**src/rtl/rtcw_pkg.sv**
```systemverilog
package rtcw_pkg;
  localparam int unsigned DATA_W  = 32;
  localparam int unsigned ADDR_W  = 3;
  localparam int unsigned PRESC_W = 16;
  localparam int unsigned TAP_W   = 4;

  localparam logic [ADDR_W-1:0] RA_CTRL  = 3'd0;
  localparam logic [ADDR_W-1:0] RA_COUNT = 3'd1;
  localparam logic [ADDR_W-1:0] RA_TOP   = 3'd2;
  localparam logic [ADDR_W-1:0] RA_IEN   = 3'd3;
  localparam logic [ADDR_W-1:0] RA_STAT  = 3'd4;
  localparam logic [ADDR_W-1:0] RA_CLR   = 3'd5;

  localparam int unsigned CB_RUN    = 0;
  localparam int unsigned CB_PCLR   = 1;
  localparam int unsigned CB_SRC    = 2;
  localparam int unsigned CB_TAP_LO = 8;

  typedef struct packed {
    logic             run;
    logic             src;
    logic [TAP_W-1:0] tap;
  } ctrl_t;
endpackage

```
**src/rtl/rtcw_regs.sv**
```systemverilog
module rtcw_regs
  import rtcw_pkg::*;
(
  input  logic              clk,
  input  logic              rst_n,
  input  logic [ADDR_W-1:0] addr,
  input  logic              wr,
  input  logic [DATA_W-1:0] wdata,
  input  logic [DATA_W-1:0] cnt_val,
  input  logic              flag_val,
  output ctrl_t             ctrl,
  output logic [DATA_W-1:0] top_val,
  output logic              ien,
  output logic              presc_clr,
  output logic              cnt_wr,
  output logic [DATA_W-1:0] cnt_wdata,
  output logic              flag_clr,
  output logic [DATA_W-1:0] rdata
);
  logic sel_ctrl, sel_top, sel_ien;

  assign sel_ctrl = wr && (addr == RA_CTRL);
  assign sel_top  = wr && (addr == RA_TOP);
  assign sel_ien  = wr && (addr == RA_IEN);

  always_ff @(posedge clk) begin
    if (!rst_n) begin
      ctrl    <= '0;
      top_val <= '1;
      ien     <= 1'b0;
    end else begin
      if (sel_ctrl) begin
        ctrl.run <= wdata[CB_RUN];
        ctrl.src <= wdata[CB_SRC];
        ctrl.tap <= wdata[CB_TAP_LO +: TAP_W];
      end
      if (sel_top) top_val <= wdata;
      if (sel_ien) ien <= wdata[0];
    end
  end

  assign presc_clr = sel_ctrl && wdata[CB_PCLR];
  assign cnt_wr    = wr && (addr == RA_COUNT);
  assign cnt_wdata = wdata;
  assign flag_clr  = wr && (addr == RA_CLR) && wdata[0];

  always_comb begin
    rdata = '0;
    case (addr)
      RA_CTRL: begin
        rdata[CB_RUN]               = ctrl.run;
        rdata[CB_SRC]               = ctrl.src;
        rdata[CB_TAP_LO +: TAP_W]   = ctrl.tap;
      end
      RA_COUNT: rdata    = cnt_val;
      RA_TOP:   rdata    = top_val;
      RA_IEN:   rdata[0] = ien;
      RA_STAT:  rdata[0] = flag_val;
      default:  rdata    = '0;
    endcase
  end
endmodule

```
**src/rtl/rtcw_prescaler.sv**
```systemverilog
module rtcw_prescaler #(
  parameter int unsigned PW = 16,
  parameter int unsigned TW = 4
) (
  input  logic          clk,
  input  logic          rst_n,
  input  logic          run,
  input  logic          src_sel,
  input  logic          src_a,
  input  logic          src_b,
  input  logic          halt,
  input  logic          keep,
  input  logic          clr,
  input  logic [TW-1:0] tap,
  output logic          tick
);
  localparam int unsigned NTAP = 1 << TW;

  logic [PW-1:0]   presc_q, presc_nx;
  logic [NTAP-1:0] rise;
  logic            pulse, frozen, adv;

  assign pulse    = src_sel ? src_b : src_a;
  assign frozen   = halt && !keep;
  assign adv      = run && pulse && !frozen;
  assign presc_nx = presc_q + 1'b1;

  for (genvar i = 0; i < NTAP; i++) begin : g_rise
    if (i < PW) begin : g_bit
      assign rise[i] = !presc_q[i] && presc_nx[i];
    end else begin : g_none
      assign rise[i] = 1'b0;
    end
  end

  assign tick = adv && !clr && rise[tap];

  always_ff @(posedge clk) begin
    if (!rst_n)   presc_q <= '0;
    else if (clr) presc_q <= '0;
    else if (adv) presc_q <= presc_nx;
  end

  AST_PCLR_ZERO: assert property (@(posedge clk) disable iff (!rst_n)
    clr |=> (presc_q == '0));
  AST_DBG_FROZEN: assert property (@(posedge clk) disable iff (!rst_n)
    (halt && !keep && !clr) |=> $stable(presc_q));
  AST_STOPPED_HOLD: assert property (@(posedge clk) disable iff (!rst_n)
    (!run && !clr) |=> $stable(presc_q));
endmodule

```
**src/rtl/rtcw_counter.sv**
```systemverilog
module rtcw_counter #(
  parameter int unsigned CW = 32
) (
  input  logic          clk,
  input  logic          rst_n,
  input  logic          tick,
  input  logic          wr,
  input  logic [CW-1:0] wdata,
  input  logic [CW-1:0] top,
  input  logic          flag_clr,
  output logic [CW-1:0] cnt_q,
  output logic          flag_q
);
  logic at_top, wrap;

  assign at_top = (cnt_q == top);
  assign wrap   = tick && !wr && at_top;

  always_ff @(posedge clk) begin
    if (!rst_n)    cnt_q <= '0;
    else if (wr)   cnt_q <= wdata;
    else if (tick) cnt_q <= at_top ? '0 : cnt_q + 1'b1;
  end

  always_ff @(posedge clk) begin
    if (!rst_n)        flag_q <= 1'b0;
    else if (wrap)     flag_q <= 1'b1;
    else if (flag_clr) flag_q <= 1'b0;
  end

  AST_WRAP_TO_ZERO: assert property (@(posedge clk) disable iff (!rst_n)
    (tick && !wr && cnt_q == top) |=> (cnt_q == '0));
  AST_FLAG_STICKY: assert property (@(posedge clk) disable iff (!rst_n)
    (flag_q && !flag_clr) |=> flag_q);
  AST_WRAP_BEATS_CLEAR: assert property (@(posedge clk) disable iff (!rst_n)
    (tick && !wr && cnt_q == top && flag_clr) |=> flag_q);
  AST_WRITE_WINS: assert property (@(posedge clk) disable iff (!rst_n)
    wr |=> (cnt_q == $past(wdata)));
endmodule

```
**src/rtl/rtc_wrap_counter.sv**
```systemverilog
module rtc_wrap_counter
  import rtcw_pkg::*;
(
  input  logic              clk,
  input  logic              rst_n,
  input  logic              src_rc_pulse,
  input  logic              src_xo_pulse,
  input  logic              dbg_halt,
  input  logic              dbg_keep_run,
  input  logic [ADDR_W-1:0] reg_addr,
  input  logic              reg_wr,
  input  logic [DATA_W-1:0] reg_wdata,
  output logic [DATA_W-1:0] reg_rdata,
  output logic              irq
);
  ctrl_t             ctrl;
  logic [DATA_W-1:0] top_val, cnt_val, cnt_wdata;
  logic              ien, presc_clr, cnt_wr, flag_clr, flag_val, tick;

  rtcw_regs u_regs (
    .clk       (clk),
    .rst_n     (rst_n),
    .addr      (reg_addr),
    .wr        (reg_wr),
    .wdata     (reg_wdata),
    .cnt_val   (cnt_val),
    .flag_val  (flag_val),
    .ctrl      (ctrl),
    .top_val   (top_val),
    .ien       (ien),
    .presc_clr (presc_clr),
    .cnt_wr    (cnt_wr),
    .cnt_wdata (cnt_wdata),
    .flag_clr  (flag_clr),
    .rdata     (reg_rdata)
  );

  rtcw_prescaler #(.PW(PRESC_W), .TW(TAP_W)) u_presc (
    .clk     (clk),
    .rst_n   (rst_n),
    .run     (ctrl.run),
    .src_sel (ctrl.src),
    .src_a   (src_rc_pulse),
    .src_b   (src_xo_pulse),
    .halt    (dbg_halt),
    .keep    (dbg_keep_run),
    .clr     (presc_clr),
    .tap     (ctrl.tap),
    .tick    (tick)
  );

  rtcw_counter #(.CW(DATA_W)) u_cnt (
    .clk      (clk),
    .rst_n    (rst_n),
    .tick     (tick),
    .wr       (cnt_wr),
    .wdata    (cnt_wdata),
    .top      (top_val),
    .flag_clr (flag_clr),
    .cnt_q    (cnt_val),
    .flag_q   (flag_val)
  );

  assign irq = flag_val && ien;

  AST_IDLE_COUNT_HOLDS: assert property (@(posedge clk) disable iff (!rst_n)
    (!ctrl.run && !cnt_wr) |=> $stable(cnt_val));
  AST_IRQ_FOLLOWS_FLAG: assert property (@(posedge clk) disable iff (!rst_n)
    irq |-> flag_val);
endmodule

```
**config.mk**
```make
export PLATFORM = sky130hd
export DESIGN_NAME = rtc_wrap_counter
export DESIGN_NICKNAME = d
export VERILOG_FILES = /design/src/rtl/rtcw_pkg.sv /design/src/rtl/rtcw_regs.sv /design/src/rtl/rtcw_prescaler.sv /design/src/rtl/rtcw_counter.sv /design/src/rtl/rtc_wrap_counter.sv
export SDC_FILE = /design/constraint.sdc
export NUM_CORES = 1
export LEC_CHECK = 0
export BUFFER_PORTS_ARGS = -buffer_cell sky130_fd_sc_hd__buf_4
export CAP_MARGIN = 10
export CORE_MARGIN = 4
export CORE_UTILIZATION = 60
export CTS_BUF_LIST = sky130_fd_sc_hd__clkbuf_2 sky130_fd_sc_hd__clkbuf_4 sky130_fd_sc_hd__clkbuf_8
export DETAILED_ROUTE_END_ITERATION = 8
export PLACE_DENSITY = 0.83
export SLEW_MARGIN = 20
export SYNTH_ARGS = -nofsm -noshare
export SYNTH_HDL_FRONTEND = slang
export SYNTH_SLANG_ARGS = --single-unit
export TNS_END_PERCENT = 20
```
**constraint.sdc**
```tcl
create_clock -name clk -period 3.1 [get_ports clk]
set_input_delay 0.31 -clock clk [delete_from_list [all_inputs] [get_ports clk]]
set_output_delay 0.31 -clock clk [all_outputs]
set_load 0.01 [all_outputs]
```
-- Yosys cells after proc, flatten, opt, wreduce, memory -nomap -nowiden
Index checks and enable logic that the tools add are counted.
- register bits: 88
- logic and storage cells: 87
- order comparisons: 1
- add/subtract/negate cells: 2
- reductions and logical operators: 55
- equal/unequal tests: 6
- bitwise gates (word level): 1
- multiplexer cells: 14
- operator list (cell ; number):
    $mux 32 ; 3
    $pmux 20 s2 ; 1
    $add 32x1->32 const B ; 1
    $eq 32x32->1 ; 1
    $logic_and 1x1->1 ; 31
    $logic_not 1->1 ; 20
    $add 16x1->16 const B ; 1
    $pmux 4 s3 ; 1
    $pmux 5 s2 ; 1
    $eq 3x2->1 const B ; 2
    $eq 3x3->1 const B ; 2
    $lt 4x5->1 const B ; 1
    $pmux 1 s5 ; 1
    $bmux 1 s4 ; 1
    $mux 1 ; 4
    $reduce_bool 2->1 ; 2
    $eq 3x1->1 const B ; 1
    $logic_not 3->1 ; 1
    $pmux 1 s3 ; 1
    $pmux 1 s2 ; 1
    $reduce_or 2->1 ; 1
    $not 1->1 ; 1

-- Depth between registers and ports, before layout
- word-level depth: 9
- depth in mapped cells: 11

-- Modules after synthesis
From an unflattened synthesis, not the netlist that was laid out.
- cells, all modules: 702
- area total of the unflattened synthesis: 5789.3 um^2
- modules (own cells, without submodules) (module ; cells each ; seq. area each (um^2) ; area each (um^2) ; instances):
    rtcw_counter ; 308 ; 660.6 ; 2409.8 ; 1
    rtcw_regs ; 262 ; 780.7 ; 2164.6 ; 1
    rtcw_prescaler ; 131 ; 320.3 ; 1208.7 ; 1
    rtc_wrap_counter ; 1 ; 0.0 ; 6.3 ; 1

-- Least setup slack after synthesis
OpenSTA, ideal clock, no wires.
- path kind: register to register
- from: reg u_presc.presc_q[8]
- to: reg u_cnt.cnt_q[26]
- data required time: 3030 ps
- path buffers: 1
- arrival: 2282 ps
- period minus slack after synthesis: 2352 ps
- slack: 748 ps
- setup time: 70 ps
- stages on the path, launching flop included: 12
- cells stage by stage: dfxtp_1 -> inv_1 -> or4_1 -> nor3_1 -> ha_1 -> mux2i_1 -> a21boi_0 -> nand4b_1 -> a22oi_2 -> buf_2 -> nand2_1 -> a21boi_1
- longest elaborated chain between the ends: 6
- elaborated cells on any way between the ends: 14
- those cells by class: add/sub (1); mux (2); reduce/logical (11)
- ends and longest elaborated chain (element ; RTL line ; text):
    from (decl) ; rtcw_prescaler.sv:19 ; logic [PW-1:0] presc_q, presc_nx;
    from (signal assigned) ; rtcw_prescaler.sv:41 ; else if (adv) presc_q <= presc_nx;
    $add 16x1->16 or $logic_not 1->1 (tied branches) ; rtcw_prescaler.sv:26, rtcw_prescaler.sv:30 ;
    $logic_and 1x1->1 ; rtcw_prescaler.sv:30 ; assign rise[i] = !presc_q[i] && presc_nx[i];
    $bmux 1 s4 (*) ; rtcw_prescaler.sv:36 ; assign tick = adv && !clr && rise[tap];
    $mux 1 (implied by the code) (*) ; rtcw_prescaler.sv:36 ;
    $logic_and 1x1->1 (*) ; rtcw_prescaler.sv:36 ;
    $reduce_bool 2->1 (no source line) (*) ; n/a ;
    to (signal assigned) ; rtcw_counter.sv:21 ; else if (wr) cnt_q <= wdata;
    to (signal assigned) ; rtcw_counter.sv:22 ; else if (tick) cnt_q <= at_top ? '0 : cnt_q + 1'b1;
    to (decl) ; rtcw_counter.sv:11 ; output logic [CW-1:0] cnt_q,
Mark *: on every way between the ends. The rest lies on a longest branch, timed or not. The select of a mux whose other input is x is not followed.
A chain may end at the register's enable or synchronous reset.

-- Worst setup path after layout
- from: reg u_presc.presc_q[5]
- to: reg u_cnt.cnt_q[14]
Same word-level chain as after synthesis.

==> reports/metrics.cfg <==
[status]
status=completed

[logic_synthesis]
synth_top_family_by_area=simple AND/OR/NAND/NOR gates
yosysSeqAreaShare_pct=31.9
synth_area_leader_cell=dfxtp_1
synth_fp_nets=767
syn_inst=708
synth_warnings=0
syn_avg_cell_area_um2=7.80
netlist_area_um2=5530
async_flop_share_pct=0
synthFlopType=dfxtp_1
ys_ff_latch=88
yosys.area_share.simple_pct=27.5
synth_area_leaders=dfxtp_1, nand2_1, xnor2_1
yosysTopAreaCellShare_pct=31.9
synth-adder-area-share_pct=3.85
synth-compound-area-share_pct=15.9
synth_xor_xnor_area_share_pct=9.99
synth_edf_count=0
synthDistinctLibCells=45
synthMuxAreaShare_pct=4.96

[min_path]
hold-path-endpoint=u_regs.top_val[17]
holdPathStages=3
hold_path_startpoint=reg_wdata[17]
hold_path.class=in2reg

[timing]
hold_viol_final=0
fin_skew_ns=0.0114
drv_slew=0
worstMarginPinSlew_ns=1.09
slew-limit-headroom_pct=27.6
whs_ns=0.162
fin_crit_sh_pct=90.1
fin_crit_ns=2.79
tns_ns=0
timing.fmax_mhz=358
setup_viol=0
rsz0062_at_grt=no

[worst_setup_path]
r2r-end=u_cnt.cnt_q[14]
regToRegStartpoint=u_presc.presc_q[5]
cp-end-kind=flip-flop
arrival_ns=3.09
critical_path_class=reg2reg
reg2reg_depth=11
critPathLaunchType=flip-flop
timing.critical_path.fanout_max=32
reg2reg_slack_ns=0.31
crit_required_ns=3.40
critical_path.startpoint=u_presc.presc_q[5]

[power_and_ir_drop]
p_sw_mw=0.595
intPower_mw=1.73
power_frac_comb_pct=11.9
p_leak_nw=2.51
p_sw_share_pct=25.6
pwr-share-clk_pct=36.6
sequentialPowerShare_pct=51.5
power_density_nw_per_um2=373
vdd_drop_max_uv=275

[cts]
cts_max_path_buffers=2
cts_setup_buffers=0
cts_made_buffers=9
cts_repair_resize_count=0
cts_tree=built
root_buffer=clkbuf_8
cts.clk_slew.worst_paths_ns=0.09
clk_latency_ns=0.36
cts_hold_repair.buffers=0
cts.sinks=88
htreeDepth=3

[die]
ios=75
die_area_um2=10800
die_h_um=104
fp.dieW_um=104
num_rows=34
core_um2=8850
initial_core_util_pct=62.4

[placed_design]
hpwl_um=10100
gp_congestion=0.886
place.port_buffers=74

[flow_run]
drv_cap=0

[grt]
grt_antenna_before_repair=0
grt_max_degree=74
grtUsageTotal_pct=26.2
grt_pass1_vias=4924
grt_pass1_wl_um=23900
overflow=0

[routing]
ant_nets=0
wl_per_cell_um=16.9
drc_errors=0
num_vias=5152
avgViaCountPerCell=6.01
first_iter_violations=350
drt_wl_total_um=14500
drtPass1Iterations=5

[cells_and_area]
diodes=0
drive_gt1_share_pct=14.2
nNetsFinal=803
syn_to_final_growth_pct=12.9

routing by layer:
layer | wire (µm) | track usage, % | vias to the layer above | part of all wire, %
li1 | - | - | 2481 | -
met4 | 274 | 7.60 | 0 | 1.9
met2 | 7030 | 43.9 | 184 | 49
met3 | 905 | 3.79 | 21 | 6.2
met5 | 0 | 0 | - | 0
met1 | 6280 | 35.2 | 2466 | 43
power by group through the flow:
stage | registers, mW | clock network (mW) | logic [mW]
6_report | 1.20 | 0.851 | 0.278
5_1_grt | 1.20 | 0.896 | 0.303
4_1_cts | 1.19 | 0.849 | 0.278
3_5_place_dp | 1.22 | 0 | 0.276
3_3_place_gp | 1.22 | 0 | 0.271
2_1_floorplan | 1.21 | 0 | 0.173
sequential cells by signal, indices dropped and copies added (netlist names):
signal           flops
u_regs.top_val      32
u_regs.ctrl          6
u_regs.ien           1
u_cnt.cnt_q         32
u_cnt.flag_q         1
u_presc.presc_q     16
worst max path at each step:
stage	slack (ns)	cells after the start	end
detailed placement	0.36	11	u_cnt.cnt_q[8]
global placement	0.46	11	u_cnt.cnt_q[2]
floorplan	0.75	11	u_cnt.cnt_q[26]
finish	0.31	11	u_cnt.cnt_q[14]
global route	0.09	11	u_cnt.cnt_q[14]
CTS	0.33	11	u_cnt.cnt_q[14]
synthesized netlist by cell type (2+ instances only):
cell       count
a211oi_1      15
a21boi_0       2
a21boi_1      24
a21o_1        24
a21oi_1        9
a22o_1        26
and2_1        13
and3_1         6
and4_1         7
buf_1          3
buf_2         20
buf_6          3
clkbuf_1      32
dfxtp_1       88
ha_1          17
inv_1         17
mux2i_1       24
nand2_1      158
nand3_1       49
nand4_1       19
nand4b_1       3
nor2_1        35
nor2b_1       12
nor3_1        10
nor4_1         5
o21a_1         3
o2bb2ai_1      5
xnor2_1       52
xor2_1        11
logic make-up (layout without fill, tap and decap cells):
| group | Yosys count | count (layout) |
|---|---|---|
| AOI/OAI and AO/OA | 114 | 114 |
| and+or+nand+nor | 325 | 325 |
| muxes | 26 | 26 |
| xor gates and xnor gates | 63 | 63 |
| DFF | 88 | 88 |
| buffers and inverters | 75 | 116 |
| adders and majority gates | 17 | 17 |
layout by cell type, fill, tap and decap left out, types with 2 or more instances in the layout:
cell type,count
inv_1,17
a22o_1,26
nor2b_1,11
nand4_1,19
a211oi_1,15
dfxtp_1,88
o21a_1,3
nor4_1,5
nand2_1,158
and3_1,6
nand4b_1,3
a21oi_1,9
xor2_1,11
o2bb2ai_1,5
a21boi_1,24
xnor2_1,52
ha_1,17
clkinv_2,2
buf_4,82
a21boi_0,2
mux2i_1,24
and4_1,7
nor3_1,10
nand3_1,49
a21o_1,24
nor2_1,35
and2_1,13
clkbuf_4,2
clkbuf_8,11
through the flow:
stage / setup WS (ns) / std cells / cell area [µm²] / utilization [%] / power, mW
final: 0.307 / 857 / 6240 / 70.5 / 2.32
after global routing: 0.0917 / 857 / 6240 / 70.5 / 2.40
after CTS: 0.328 / 857 / 6240 / 70.5 / 2.32
after detailed placement: 0.356 / 841 / 6030 / 68.2 / 1.50
after global placement: 0.465 / 841 / 6030 / 68.2 / 1.49
after floorplan: 0.748 / 708 / 5530 / - / 1.38
area by class of cell:
| cell class | count | area [µm²] |
|---|---|---|
| Clock buffer | 13 | 166 |
| Clock inverter | 3 | 40.0 |
| Fill cell | 726 | 2610 |
| Inverter | 17 | 63.8 |
| Multi-Input combinational cell | 545 | 3440 |
| Sequential cell | 88 | 1760 |
| Tap cell | 108 | 135 |
| Timing Repair Buffer | 83 | 636 |
worst max-delay path, stage by stage, from the launching register on:
cell,delay [ns]
dfxtp_1,0.37
nand4_1,0.16
or4_1,0.52
nor3_1,0.26
ha_1,0.22
mux2i_1,0.08
nand3_1,0.10
nand4b_1,0.16
a22oi_2,0.18
buf_4,0.35
o2bb2ai_1,0.16
and2_1,0.15
No activity file was read; power rests on OpenSTA's default activity.
